File: src/rtl/dbdma_pkg.sv
package dbdma_pkg;

  localparam int DATA_W      = 16;
  localparam int BURST_SHORT = 4;
  localparam int BURST_LONG  = 8;

  // word index inside the register window (byte offset / 4)
  localparam logic [2:0] W_DAR    = 3'd0;
  localparam logic [2:0] W_SET    = 3'd1;
  localparam logic [2:0] W_CLR    = 3'd2;
  localparam logic [2:0] W_STAT   = 3'd3;
  localparam logic [2:0] W_A_BASE = 3'd4;
  localparam logic [2:0] W_A_LEN  = 3'd5;
  localparam logic [2:0] W_B_BASE = 3'd6;
  localparam logic [2:0] W_B_LEN  = 3'd7;

  // status bit positions
  localparam int B_RUN    = 0;
  localparam int B_IE     = 1;
  localparam int B_ERR    = 2;
  localparam int B_DONE_A = 3;
  localparam int B_STRT_A = 4;
  localparam int B_DONE_B = 5;
  localparam int B_STRT_B = 6;
  localparam int B_BIU    = 7;

  typedef struct packed {
    logic wide;
    logic burst8;
    logic big;
    logic to_mem;
  } xcfg_t;

  function automatic int strt_pos(input int s);
    return (s == 0) ? B_STRT_A : B_STRT_B;
  endfunction

  function automatic int done_pos(input int s);
    return (s == 0) ? B_DONE_A : B_DONE_B;
  endfunction

  // byte-lane handling for one beat
  function automatic logic [DATA_W-1:0] lane_map(input logic [DATA_W-1:0] d,
                                                  input xcfg_t c);
    if (!c.wide)     return {8'h00, d[7:0]};
    else if (c.big)  return {d[7:0], d[15:8]};
    else             return d;
  endfunction

endpackage

File: src/rtl/dbdma_pmap.sv
module dbdma_pmap
  import dbdma_pkg::*;
(
  input  logic [31:0] dar,
  output xcfg_t       cfg,
  output logic [3:0]  per_sel,
  output logic [31:0] per_addr
);

  assign cfg.to_mem = dar[0];
  assign cfg.big    = dar[1];
  assign cfg.burst8 = dar[2];
  assign cfg.wide   = dar[3];
  assign per_sel    = dar[7:4];
  // top nibble stays put, word address field moves down by six bits
  assign per_addr   = {dar[31:28], 6'b000000, dar[27:8], 2'b00};

endmodule

File: src/rtl/dbdma_regs.sv
module dbdma_regs
  import dbdma_pkg::*;
#(
  parameter int ADDR_W = 32,
  parameter int CNT_W  = 13
) (
  input  logic              clk,
  input  logic              rst,
  input  logic              reg_we,
  input  logic              reg_rd,
  input  logic [4:0]        reg_addr,
  input  logic [31:0]       reg_wdata,
  output logic [31:0]       reg_rdata,
  input  logic              ev_adv,
  input  logic              ev_fin,
  input  logic              ev_swap,
  input  logic              ev_err,
  input  logic [1:0]        step,
  output logic [31:0]       dar,
  output logic [7:0]        stat,
  output logic [1:0]        strt,
  output logic              run,
  output logic              biu,
  output logic [ADDR_W-1:0] act_base,
  output logic [CNT_W-1:0]  act_len,
  output logic              act_fresh,
  output logic              irq
);

  localparam int NSLOT = 2;

  logic [2:0] widx;
  logic       unused_lo;
  logic       wr_set, wr_clr;

  logic              run_q, ie_q, err_q, biu_q, irq_q;
  logic [31:0]       dar_q, rdata_q;
  logic [NSLOT-1:0][ADDR_W-1:0] base_v;
  logic [NSLOT-1:0][CNT_W-1:0]  len_v;
  logic [NSLOT-1:0]             fresh_v, strt_v, done_v;

  assign widx      = reg_addr[4:2];
  assign unused_lo = ^reg_addr[1:0];
  assign wr_set    = reg_we && (widx == W_SET);
  assign wr_clr    = reg_we && (widx == W_CLR);

  for (genvar s = 0; s < NSLOT; s++) begin : g_slot
    logic [ADDR_W-1:0] base_q;
    logic [CNT_W-1:0]  len_q;
    logic              fresh_q, strt_q, done_q;
    logic              is_act, wr_base, wr_len;

    assign is_act  = (biu_q == 1'(s));
    assign wr_base = reg_we && (widx == ((s == 0) ? W_A_BASE : W_B_BASE));
    assign wr_len  = reg_we && (widx == ((s == 0) ? W_A_LEN  : W_B_LEN));

    always_ff @(posedge clk) begin
      if (rst) begin
        base_q  <= '0;
        len_q   <= '0;
        fresh_q <= 1'b0;
        strt_q  <= 1'b0;
        done_q  <= 1'b0;
      end else begin
        if (is_act && ev_adv) begin
          base_q  <= base_q + ADDR_W'(step);
          len_q   <= (len_q <= CNT_W'(step)) ? '0 : len_q - CNT_W'(step);
          fresh_q <= 1'b0;
        end
        if (is_act && ev_fin) begin
          strt_q <= 1'b0;
          done_q <= 1'b1;
        end
        if (wr_base) begin
          base_q  <= reg_wdata[ADDR_W-1:0];
          fresh_q <= 1'b1;
        end
        if (wr_len)
          len_q <= reg_wdata[CNT_W-1:0];
        if (wr_set && reg_wdata[strt_pos(s)])
          strt_q <= 1'b1;
        if (wr_clr && reg_wdata[strt_pos(s)])
          strt_q <= 1'b0;
        if (wr_clr && reg_wdata[done_pos(s)])
          done_q <= 1'b0;
      end
    end

    assign base_v[s]  = base_q;
    assign len_v[s]   = len_q;
    assign fresh_v[s] = fresh_q;
    assign strt_v[s]  = strt_q;
    assign done_v[s]  = done_q;
  end

  always_ff @(posedge clk) begin
    if (rst) begin
      run_q <= 1'b0;
      ie_q  <= 1'b0;
      err_q <= 1'b0;
      biu_q <= 1'b0;
      dar_q <= '0;
    end else begin
      if (ev_err) begin
        err_q <= 1'b1;
        run_q <= 1'b0;
      end
      if (ev_fin || ev_swap)
        biu_q <= ~biu_q;
      if (reg_we && (widx == W_DAR))
        dar_q <= reg_wdata;
      if (wr_set) begin
        if (reg_wdata[B_RUN]) run_q <= 1'b1;
        if (reg_wdata[B_IE])  ie_q  <= 1'b1;
      end
      if (wr_clr) begin
        if (reg_wdata[B_RUN]) run_q <= 1'b0;
        if (reg_wdata[B_IE])  ie_q  <= 1'b0;
        if (reg_wdata[B_ERR]) err_q <= 1'b0;
      end
    end
  end

  always_comb begin
    stat          = '0;
    stat[B_RUN]   = run_q;
    stat[B_IE]    = ie_q;
    stat[B_ERR]   = err_q;
    stat[B_DONE_A]= done_v[0];
    stat[B_STRT_A]= strt_v[0];
    stat[B_DONE_B]= done_v[1];
    stat[B_STRT_B]= strt_v[1];
    stat[B_BIU]   = biu_q;
  end

  always_ff @(posedge clk) begin
    if (rst) begin
      rdata_q <= '0;
      irq_q   <= 1'b0;
    end else begin
      irq_q <= ie_q && (err_q || done_v[0] || done_v[1]);
      if (reg_rd) begin
        case (widx)
          W_DAR:    rdata_q <= dar_q;
          W_STAT:   rdata_q <= {24'h0, stat};
          W_A_BASE: rdata_q <= 32'(base_v[0]);
          W_A_LEN:  rdata_q <= 32'(len_v[0]);
          W_B_BASE: rdata_q <= 32'(base_v[1]);
          W_B_LEN:  rdata_q <= 32'(len_v[1]);
          default:  rdata_q <= '0;
        endcase
      end
    end
  end

  assign reg_rdata = rdata_q;
  assign irq       = irq_q;
  assign dar       = dar_q;
  assign strt      = strt_v;
  assign run       = run_q;
  assign biu       = biu_q;
  assign act_base  = biu_q ? base_v[1]  : base_v[0];
  assign act_len   = biu_q ? len_v[1]   : len_v[0];
  assign act_fresh = biu_q ? fresh_v[1] : fresh_v[0];

endmodule

File: src/rtl/dbdma_engine.sv
module dbdma_engine
  import dbdma_pkg::*;
#(
  parameter int ADDR_W = 32,
  parameter int CNT_W  = 13
) (
  input  logic              clk,
  input  logic              rst,
  input  logic              run,
  input  logic              biu,
  input  logic [1:0]        strt,
  input  xcfg_t             cfg,
  input  logic [ADDR_W-1:0] act_base,
  input  logic [CNT_W-1:0]  act_len,
  input  logic              act_fresh,
  input  logic              per_req,
  input  logic              mem_ack,
  input  logic [DATA_W-1:0] mem_rdata,
  input  logic [DATA_W-1:0] per_rdata,
  output logic              ev_adv,
  output logic              ev_fin,
  output logic              ev_swap,
  output logic              ev_err,
  output logic [1:0]        step,
  output logic              mem_req,
  output logic              mem_we,
  output logic              mem_wide,
  output logic [ADDR_W-1:0] mem_addr,
  output logic [DATA_W-1:0] mem_wdata,
  output logic              per_ack,
  output logic [DATA_W-1:0] per_wdata
);

  localparam int BL_W = $clog2(BURST_LONG);

  typedef enum logic {EN_IDLE, EN_BUS} en_state_t;

  en_state_t       state;
  logic [BL_W-1:0] burst_left;
  logic            act_armed, peer_armed, misaligned, final_beat, grant, go;

  always_comb begin
    step       = cfg.wide ? 2'd2 : 2'd1;
    act_armed  = strt[biu];
    peer_armed = strt[~biu];
    misaligned = (act_fresh && (act_base[1:0] != 2'b00)) ||
                 (cfg.wide && act_base[0]);
    final_beat = (act_len <= CNT_W'(step));
    grant      = (burst_left != '0) || per_req;
    ev_adv     = 1'b0;
    ev_fin     = 1'b0;
    ev_swap    = 1'b0;
    ev_err     = 1'b0;
    go         = 1'b0;
    case (state)
      EN_IDLE: begin
        if (run) begin
          if (act_armed) begin
            if (act_len == '0)   ev_fin = 1'b1;
            else if (misaligned) ev_err = 1'b1;
            else if (grant)      go     = 1'b1;
          end else if (peer_armed) begin
            ev_swap = 1'b1;
          end
        end
      end
      EN_BUS: begin
        if (mem_ack) begin
          ev_adv = 1'b1;
          ev_fin = final_beat;
        end
      end
      default: ;
    endcase
  end

  always_ff @(posedge clk) begin
    if (rst) begin
      state      <= EN_IDLE;
      burst_left <= '0;
      mem_req    <= 1'b0;
      mem_we     <= 1'b0;
      mem_wide   <= 1'b0;
      mem_addr   <= '0;
      mem_wdata  <= '0;
      per_ack    <= 1'b0;
      per_wdata  <= '0;
    end else begin
      per_ack <= 1'b0;
      case (state)
        EN_IDLE: begin
          if (go) begin
            state     <= EN_BUS;
            mem_req   <= 1'b1;
            mem_we    <= cfg.to_mem;
            mem_wide  <= cfg.wide;
            mem_addr  <= act_base;
            mem_wdata <= lane_map(per_rdata, cfg);
            burst_left <= (burst_left != '0) ? burst_left - 1'b1 :
                          BL_W'(cfg.burst8 ? BURST_LONG - 1 : BURST_SHORT - 1);
          end
          if (ev_fin)
            burst_left <= '0;
        end
        EN_BUS: begin
          if (mem_ack) begin
            state   <= EN_IDLE;
            mem_req <= 1'b0;
            per_ack <= 1'b1;
            if (!cfg.to_mem)
              per_wdata <= lane_map(mem_rdata, cfg);
            if (final_beat)
              burst_left <= '0;
          end
        end
        default: state <= EN_IDLE;
      endcase
    end
  end

endmodule

File: src/rtl/dbdma_chan.sv
module dbdma_chan
  import dbdma_pkg::*;
#(
  parameter int ADDR_W = 32,
  parameter int CNT_W  = 13
) (
  input  logic              clk,
  input  logic              rst,
  input  logic              reg_we,
  input  logic              reg_rd,
  input  logic [4:0]        reg_addr,
  input  logic [31:0]       reg_wdata,
  output logic [31:0]       reg_rdata,
  output logic              mem_req,
  output logic              mem_we,
  output logic              mem_wide,
  output logic [ADDR_W-1:0] mem_addr,
  output logic [15:0]       mem_wdata,
  input  logic [15:0]       mem_rdata,
  input  logic              mem_ack,
  input  logic              per_req,
  output logic              per_ack,
  output logic [3:0]        per_sel,
  output logic [31:0]       per_addr,
  output logic [15:0]       per_wdata,
  input  logic [15:0]       per_rdata,
  output logic              irq
);

  logic              ev_adv, ev_fin, ev_swap, ev_err;
  logic [1:0]        step;
  logic [31:0]       dar;
  logic [7:0]        stat;
  logic [1:0]        strt;
  logic              run, biu, act_fresh;
  logic [ADDR_W-1:0] act_base;
  logic [CNT_W-1:0]  act_len;
  xcfg_t             cfg;

  dbdma_regs #(.ADDR_W(ADDR_W), .CNT_W(CNT_W)) u_regs (
    .clk(clk), .rst(rst),
    .reg_we(reg_we), .reg_rd(reg_rd), .reg_addr(reg_addr),
    .reg_wdata(reg_wdata), .reg_rdata(reg_rdata),
    .ev_adv(ev_adv), .ev_fin(ev_fin), .ev_swap(ev_swap), .ev_err(ev_err),
    .step(step), .dar(dar), .stat(stat), .strt(strt), .run(run), .biu(biu),
    .act_base(act_base), .act_len(act_len), .act_fresh(act_fresh), .irq(irq)
  );

  dbdma_pmap u_pmap (
    .dar(dar), .cfg(cfg), .per_sel(per_sel), .per_addr(per_addr)
  );

  dbdma_engine #(.ADDR_W(ADDR_W), .CNT_W(CNT_W)) u_eng (
    .clk(clk), .rst(rst),
    .run(run), .biu(biu), .strt(strt), .cfg(cfg),
    .act_base(act_base), .act_len(act_len), .act_fresh(act_fresh),
    .per_req(per_req), .mem_ack(mem_ack), .mem_rdata(mem_rdata),
    .per_rdata(per_rdata),
    .ev_adv(ev_adv), .ev_fin(ev_fin), .ev_swap(ev_swap), .ev_err(ev_err),
    .step(step),
    .mem_req(mem_req), .mem_we(mem_we), .mem_wide(mem_wide),
    .mem_addr(mem_addr), .mem_wdata(mem_wdata),
    .per_ack(per_ack), .per_wdata(per_wdata)
  );

endmodule

File: config.mk
export PLATFORM = sky130hd
export DESIGN_NAME = dbdma_chan
export DESIGN_NICKNAME = d
export VERILOG_FILES = /design/src/rtl/dbdma_pkg.sv /design/src/rtl/dbdma_pmap.sv /design/src/rtl/dbdma_regs.sv /design/src/rtl/dbdma_engine.sv /design/src/rtl/dbdma_chan.sv
export SDC_FILE = /design/constraint.sdc
export NUM_CORES = 1
export LEC_CHECK = 0
export BUFFER_PORTS_ARGS = -buffer_cell sky130_fd_sc_hd__buf_2
export CAP_MARGIN = 20
export CELL_PAD_IN_SITES_DETAIL_PLACEMENT = 0
export CELL_PAD_IN_SITES_GLOBAL_PLACEMENT = 1
export CORE_MARGIN = 2
export CORE_UTILIZATION = 42
export DETAILED_ROUTE_END_ITERATION = 10
export PLACE_DENSITY = 0.84
export SLEW_MARGIN = 30
export SYNTH_ARGS = -nofsm -noshare
export SYNTH_HDL_FRONTEND = slang
export SYNTH_SLANG_ARGS = --single-unit
File: constraint.sdc
create_clock -name clk -period 3.96 [get_ports clk]
set_input_delay 0.594 -clock clk [delete_from_list [all_inputs] [get_ports clk]]
set_output_delay 0.594 -clock clk [all_outputs]
set_load 0.01 [all_outputs]
==> impl_metrics.env, run 1 <==
export IMPL_drt_pass1_iterations=5
export IMPL_rows=62
export IMPL_ys_warnings_count=0
export IMPL_drv_slew=0
export IMPL_crit_type="register to register"
export IMPL_path_buf_inv=1
export IMPL_fin_nets=1738
export IMPL_worst_slew_pin_slew_ns=0.856
export IMPL_dpl_worst_slack_ns=1.05
export IMPL_period_share=0.747
export IMPL_status="finished clean"
export IMPL_gp_congestion=0.914
export IMPL_met3_usage=0.0301
export IMPL_die_w_um=175
export IMPL_synthTopCellsByCount="dfxtp_1, nand2_1, nor2_1"
export IMPL_synth_compound_area_frac=0.227
export IMPL_port_buffers=201
export IMPL_crit_path_end_kind="register"
export IMPL_cp_slowest_cell="dfxtp_2"
export IMPL_crit_family="compound AO/OA/AOI/OAI gates"
export IMPL_clock_skew_ns=0.0177
export IMPL_relSlewSlack=0.430
export IMPL_cts_buffer_depth=3
export IMPL_synth_simple_area_share=0.206
export IMPL_path_clk_slew_ns=0.06
export IMPL_cts_setup_buffers=0
export IMPL_routed_via_density=5.93
export IMPL_drive_gt1_frac=0.195
export IMPL_path_cells="buf_4, mux2_2, ha_1, nor2b_1, o21ai_0, a32oi_1, o31ai_1, a221oi_1"
export IMPL_vias=12140
export IMPL_cellPowerDensity_nw_per_um2=392
export IMPL_max_cap_violations=0
export IMPL_power_total_mw=5.72
export IMPL_cts_htree_levels=1
export IMPL_setup_worst_path_start_class="register"
export IMPL_first_iter_violations=1100
export IMPL_synth_area_per_cell_um2=8.19
export IMPL_hp_class="primary input to register"
export IMPL_synthFlopType="dfxtp_1"
export IMPL_grt_overflow=0
export IMPL_netlist_instances=1508
export IMPL_hold_violations=0
export IMPL_core_area_um2=28900
export IMPL_path_max_fanout=20
export IMPL_dieArea_um2=30800
export IMPL_avgRoutedWirePerCell_um=20.1
export IMPL_initial_core_util=0.428
export IMPL_synthTopCellsByArea="dfxtp_1, nand2_1, a211oi_1, a21oi_1, mux2i_1"
export IMPL_hold_slack_ns=0.313
export IMPL_diodes=0
export IMPL_synth_most_common_cell="dfxtp_1"
export IMPL_async_flop_share=0
export IMPL_ctsResizeCount=0
export IMPL_min_period_ns=2.96
export IMPL_tns_ns=0
export IMPL_cts_sinks=237
export IMPL_p_leak_nw=5.33
export IMPL_grt_pass1_vias=11117
export IMPL_required_ns=4.41
export IMPL_synth_top_family_by_area="compound AO/OA/AOI/OAI gates"
export IMPL_syn_area_um2=12400
export IMPL_drc=0
export IMPL_busiest_layer="met2"
export IMPL_drt_total_wl_um=41100
export IMPL_synthMuxAreaShare=0.0754
export IMPL_synth_distinct_cells=72
export IMPL_grt_max_degree=170
export IMPL_post_route_worst_setup_slack_ns=1.00
export IMPL_rsz0062_at_grt="false"
export IMPL_fmax_mhz=338
export IMPL_synth_top_area_frac=0.384
export IMPL_use_met2=0.412
export IMPL_synth_edff_count=0
export IMPL_numCtsBuffers=27
export IMPL_syn_to_final_growth_pct=18.1
export IMPL_arrival_ns=3.41
export IMPL_ys_ff_latch=237
export IMPL_place_hpwl_um=28400
export IMPL_cts_root_buf="clkbuf_16"
export IMPL_cpPeakStageDelay_ns=0.67
export IMPL_setup_viol=0
export IMPL_die_h_um=175
export IMPL_ys_seq_area_frac=0.384
export IMPL_synth_fa_ha_area_frac=0.0186
export IMPL_synth_largest_area_cell="dfxtp_1"
export IMPL_cts_tree="yes"
export IMPL_use_met1=0.371
export IMPL_ios=212
export IMPL_grt_pass1_wl_um=63600
export IMPL_antenna_found_initial=0
export IMPL_cts_hold_fix_buffers=0
export IMPL_peakVddDrop_v=0.000285
export IMPL_synth_xor_area_frac=0.0376
export IMPL_insertion_delay_ns=0.54
export IMPL_final_antenna_net_count=0
export IMPL_grt_util_all_layers=0.257
## kinds of logic after synthesis
family                   Yosys count
AO/OA/AOI/OAI                    432
XOR/XNOR                          53
adder cells (fa/ha/maj)           16
buffers and inverters            154
flip-flops                       237
multiplexers                      86
other                              1
AND/OR/NAND/NOR                  529
## worst register-to-register path, stage by stage, from the launching register on
cell      delay, ns
dfxtp_2        0.67
buf_4          0.42
mux2_2         0.38
ha_1           0.28
nor2b_1        0.11
o21ai_0        0.11
a32oi_1        0.46
o31ai_1        0.14
a221oi_1       0.28
## final cells by class
class                           count  area, um^2
Clock buffer                       39         831
Clock inverter                      6         111
Fill cell                        2861       14300
Inverter                           21        78.8
Multi-Input combinational cell   1124        7040
Sequential cell                   237        4750
Tap cell                          384         480
Timing Repair Buffer              236        1300
## routing by layer
metal	vias to the layer above	wire, um	share of wire
met1	5876	18600	0.45
met3	53	2770	0.067
met2	428	19000	0.46
met4	0	749	0.018
met5	-	0	0
li1	5783	-	-
## placed cells by master, fill, tap and decap left out, types with 20 or more instances in the layout
cell	synthesis	final
nand2_1	176	176
buf_4	9	33
a311oi_1	30	30
a21oi_1	125	125
buf_2	9	200
a211oi_1	85	84
mux2i_1	57	57
nand3_1	55	53
a22oi_1	53	53
dfxtp_1	237	235
o21ai_0	75	75
nor2_1	133	132
nor4_1	25	25
nor3_1	24	24
xnor2_1	36	36
nand4_1	22	22
clkbuf_16	0	27
mux2_2	26	26
inv_1	20	20
## registers in the layout, indices dropped and copies added, names as in the netlist, 2 cells and up, named ones only
signal	count
u_regs.g_slot.base_q	64
u_regs.g_slot.len_q	26
u_regs.g_slot.strt_q	2
u_eng.burst_left	3
u_eng.per_wdata	16
u_regs.reg_rdata	32
u_eng.mem_wdata	16
u_eng.mem_addr	32
u_regs.g_slot.fresh_q	2
u_regs.dar	32
u_regs.g_slot.done_q	2
## report_power, final
group	switching, mW	total [mW]	leakage (nW)	internal, mW
combinational	0.375	0.565	2.95	0.190
clock	1.02	2.66	0.464	1.63
sequential	0.0688	2.50	1.92	2.43
total	1.46	5.72	5.33	4.26
## stage by stage
step                      area, um^2  instances   util
after floorplan                12400       1515      -
after global placement         13600       2002  0.473
after detailed placement       13600       2002  0.473
after CTS                      14600       2047  0.506
after global routing           14600       2047  0.506
final                          14600       2047  0.506
## path summary, 6_finish.rpt
kind / cells after the start / to / start / slack [ns]
worst max-delay path: 8 / u_regs.g_slot[0].strt_q / u_regs.biu / 1.00
worst min register to register: 2 / u_eng.per_wdata[10] / u_eng.per_wdata[10] / 0.45
worst min-delay path: 3 / u_regs.dar[30] / reg_wdata[30] / 0.31
worst max register to register: 8 / u_regs.g_slot[0].strt_q / u_regs.biu / 1.00
Note: power is estimated with default switching activity, not from simulation.
==> run 2: changes to the inputs <==
==> constraint.sdc (replaced) <==
create_clock -name clk -period 3 [get_ports clk]
set_input_delay 0.45 -clock clk [delete_from_list [all_inputs] [get_ports clk]]
set_output_delay 0.45 -clock clk [all_outputs]
set_load 0.01 [all_outputs]
==> run 2 against run 1 <==
Total power is 34% higher; utilization is 0.67 points higher; via count hardly changed; worst hold slack worse by 0.14 ns; flip-flop and latch count stayed put; clock skew is 0.0076 ns lower; first-iteration DRC count is 3.1% higher; non-clock buffer count is 17 higher; fmax is 13% higher; routed wire length is 0.49% higher.
==> impl_metrics.env, run 2 (same netlist as run 1, synthesis figures left out) <==
export IMPL_setup_worst_path_start_class="register"
export IMPL_rsz0062_at_grt="false"
export IMPL_use_met1=0.359
export IMPL_met3_usage=0.0335
export IMPL_place_hpwl_um=28400
export IMPL_largest_reg_flops=64
export IMPL_ctsResizeCount=0
export IMPL_fin_nets=1755
export IMPL_min_period_ns=2.62
export IMPL_cts_htree_levels=1
export IMPL_numCtsBuffers=27
export IMPL_period_share=0.873
export IMPL_clock_skew_ns=0.0101
export IMPL_insertion_delay_ns=0.54
export IMPL_power_total_mw=7.65
export IMPL_setup_viol=0
export IMPL_port_buffers=201
export IMPL_grt_pass1_vias=11333
export IMPL_hp_class="primary input to register"
export IMPL_die_w_um=175
export IMPL_required_ns=3.45
export IMPL_max_cap_violations=0
export IMPL_rows=62
export IMPL_crit_path_end_kind="register"
export IMPL_hold_slack_ns=0.172
export IMPL_cts_setup_buffers=0
export IMPL_syn_to_final_growth_pct=19.7
export IMPL_core_area_um2=28900
export IMPL_antenna_found_initial=1
export IMPL_first_iter_violations=1134
export IMPL_avgRoutedWirePerCell_um=20.0
export IMPL_largest_register="u_regs.g_slot.base_q"
export IMPL_fmax_mhz=382
export IMPL_cellPowerDensity_nw_per_um2=517
export IMPL_final_antenna_net_count=0
export IMPL_grt_pass1_wl_um=63900
export IMPL_hold_violations=0
export IMPL_drc=0
export IMPL_path_common_cell="or3_1"
export IMPL_post_route_worst_setup_slack_ns=0.381
export IMPL_cts_root_buf="clkbuf_16"
export IMPL_path_clk_slew_ns=0.06
export IMPL_p_leak_nw=5.44
export IMPL_n_fill_cell=2806
export IMPL_grt_max_degree=131
export IMPL_grt_overflow=0
export IMPL_peakVddDrop_v=0.000356
export IMPL_use_met2=0.418
export IMPL_tns_ns=0
export IMPL_die_h_um=175
export IMPL_dieArea_um2=30800
export IMPL_path_max_fanout=7
export IMPL_gp_congestion=0.926
export IMPL_crit_start="u_regs.dar[3]"
export IMPL_busiest_layer="met2"
export IMPL_ios=212
export IMPL_drt_pass1_iterations=5
export IMPL_cpPeakStageDelay_ns=0.49
export IMPL_dpl_worst_slack_ns=0.394
export IMPL_relSlewSlack=0.482
export IMPL_drt_total_wl_um=41300
export IMPL_worst_slew_pin_slew_ns=0.776
export IMPL_grt_util_all_layers=0.257
export IMPL_status="finished clean"
export IMPL_fin_util=0.512
export IMPL_cts_sinks=237
export IMPL_final_common_cell="dfxtp_1"
export IMPL_worstReg2RegStart="u_regs.dar[3]"
export IMPL_final_cell_mix="dfxtp_1, buf_2, nand2_1"
export IMPL_vias=12147
export IMPL_cp_slowest_cell="fa_1"
export IMPL_path_cells="inv_2, ha_1, inv_1, fa_1, or2_1, or3_1, or3_1, a311oi_1"
export IMPL_crit_type="register to register"
export IMPL_regArea_um2=4750
export IMPL_arrival_ns=3.07
export IMPL_cts_buffer_depth=3
export IMPL_drive_gt1_frac=0.205
export IMPL_drv_slew=0
export IMPL_cts_hold_fix_buffers=0
export IMPL_initial_core_util=0.428
export IMPL_routed_via_density=5.87
export IMPL_multi_input_area_um2=7040
export IMPL_cts_tree="yes"
export IMPL_hold_path_startpoint="reg_wdata[30]"
-- run 2: worst max-delay path, delay by kind of cell, from the launching register on --
| family | cells | cell delay, ns |
|---|---|---|
| AOI/OAI and AO/OA | 1 | 0.25 |
| adders and majority gates | 2 | 0.68 |
| buffers and inverters | 2 | 0.19 |
| DFF | 1 | 0.35 |
| and+or+nand+nor | 3 | 1.06 |
-- run 2: area by class of cell --
class,count,share of cell area
diodes,1,0.000169
clock buffers,35,0.0531
clock inverters,14,0.0124
inverters,21,0.00533
multi-input cells,1124,0.476
flip-flops and latches,237,0.321
well taps,384,0.0325
repair buffers,253,0.0991
-- run 2: power by group --
group | switching (mW) | internal [mW] | total, mW
Clock | 1.39 | 2.19 | 3.58
Sequential | 0.0895 | 3.21 | 3.30
Combinational | 0.502 | 0.266 | 0.768
Total | 1.98 | 5.66 | 7.65
-- run 2: stage by stage --
step	cell area [um^2]	instances
after floorplan	12400	1515
final	14800	2069
after global placement	13800	2019
after global routing	14800	2069
after CTS	14800	2068
after detailed placement	13800	2019
-- run 2: worst paths after layout --
kind                                 end  slack (ns)  cells after the start
max reg2reg  u_regs.g_slot[0].base_q[28]        0.38                      8
max          u_regs.g_slot[0].base_q[28]        0.38                      8
min                       u_regs.dar[30]        0.17                      3
min reg2reg          u_eng.per_wdata[15]        0.45                      2
-- run 2: per-layer routing --
layer,vias to the layer above,share of wire
met1,5828,0.45
met3,72,0.064
li1,5840,-
met5,-,0
met2,407,0.46
met4,0,0.023
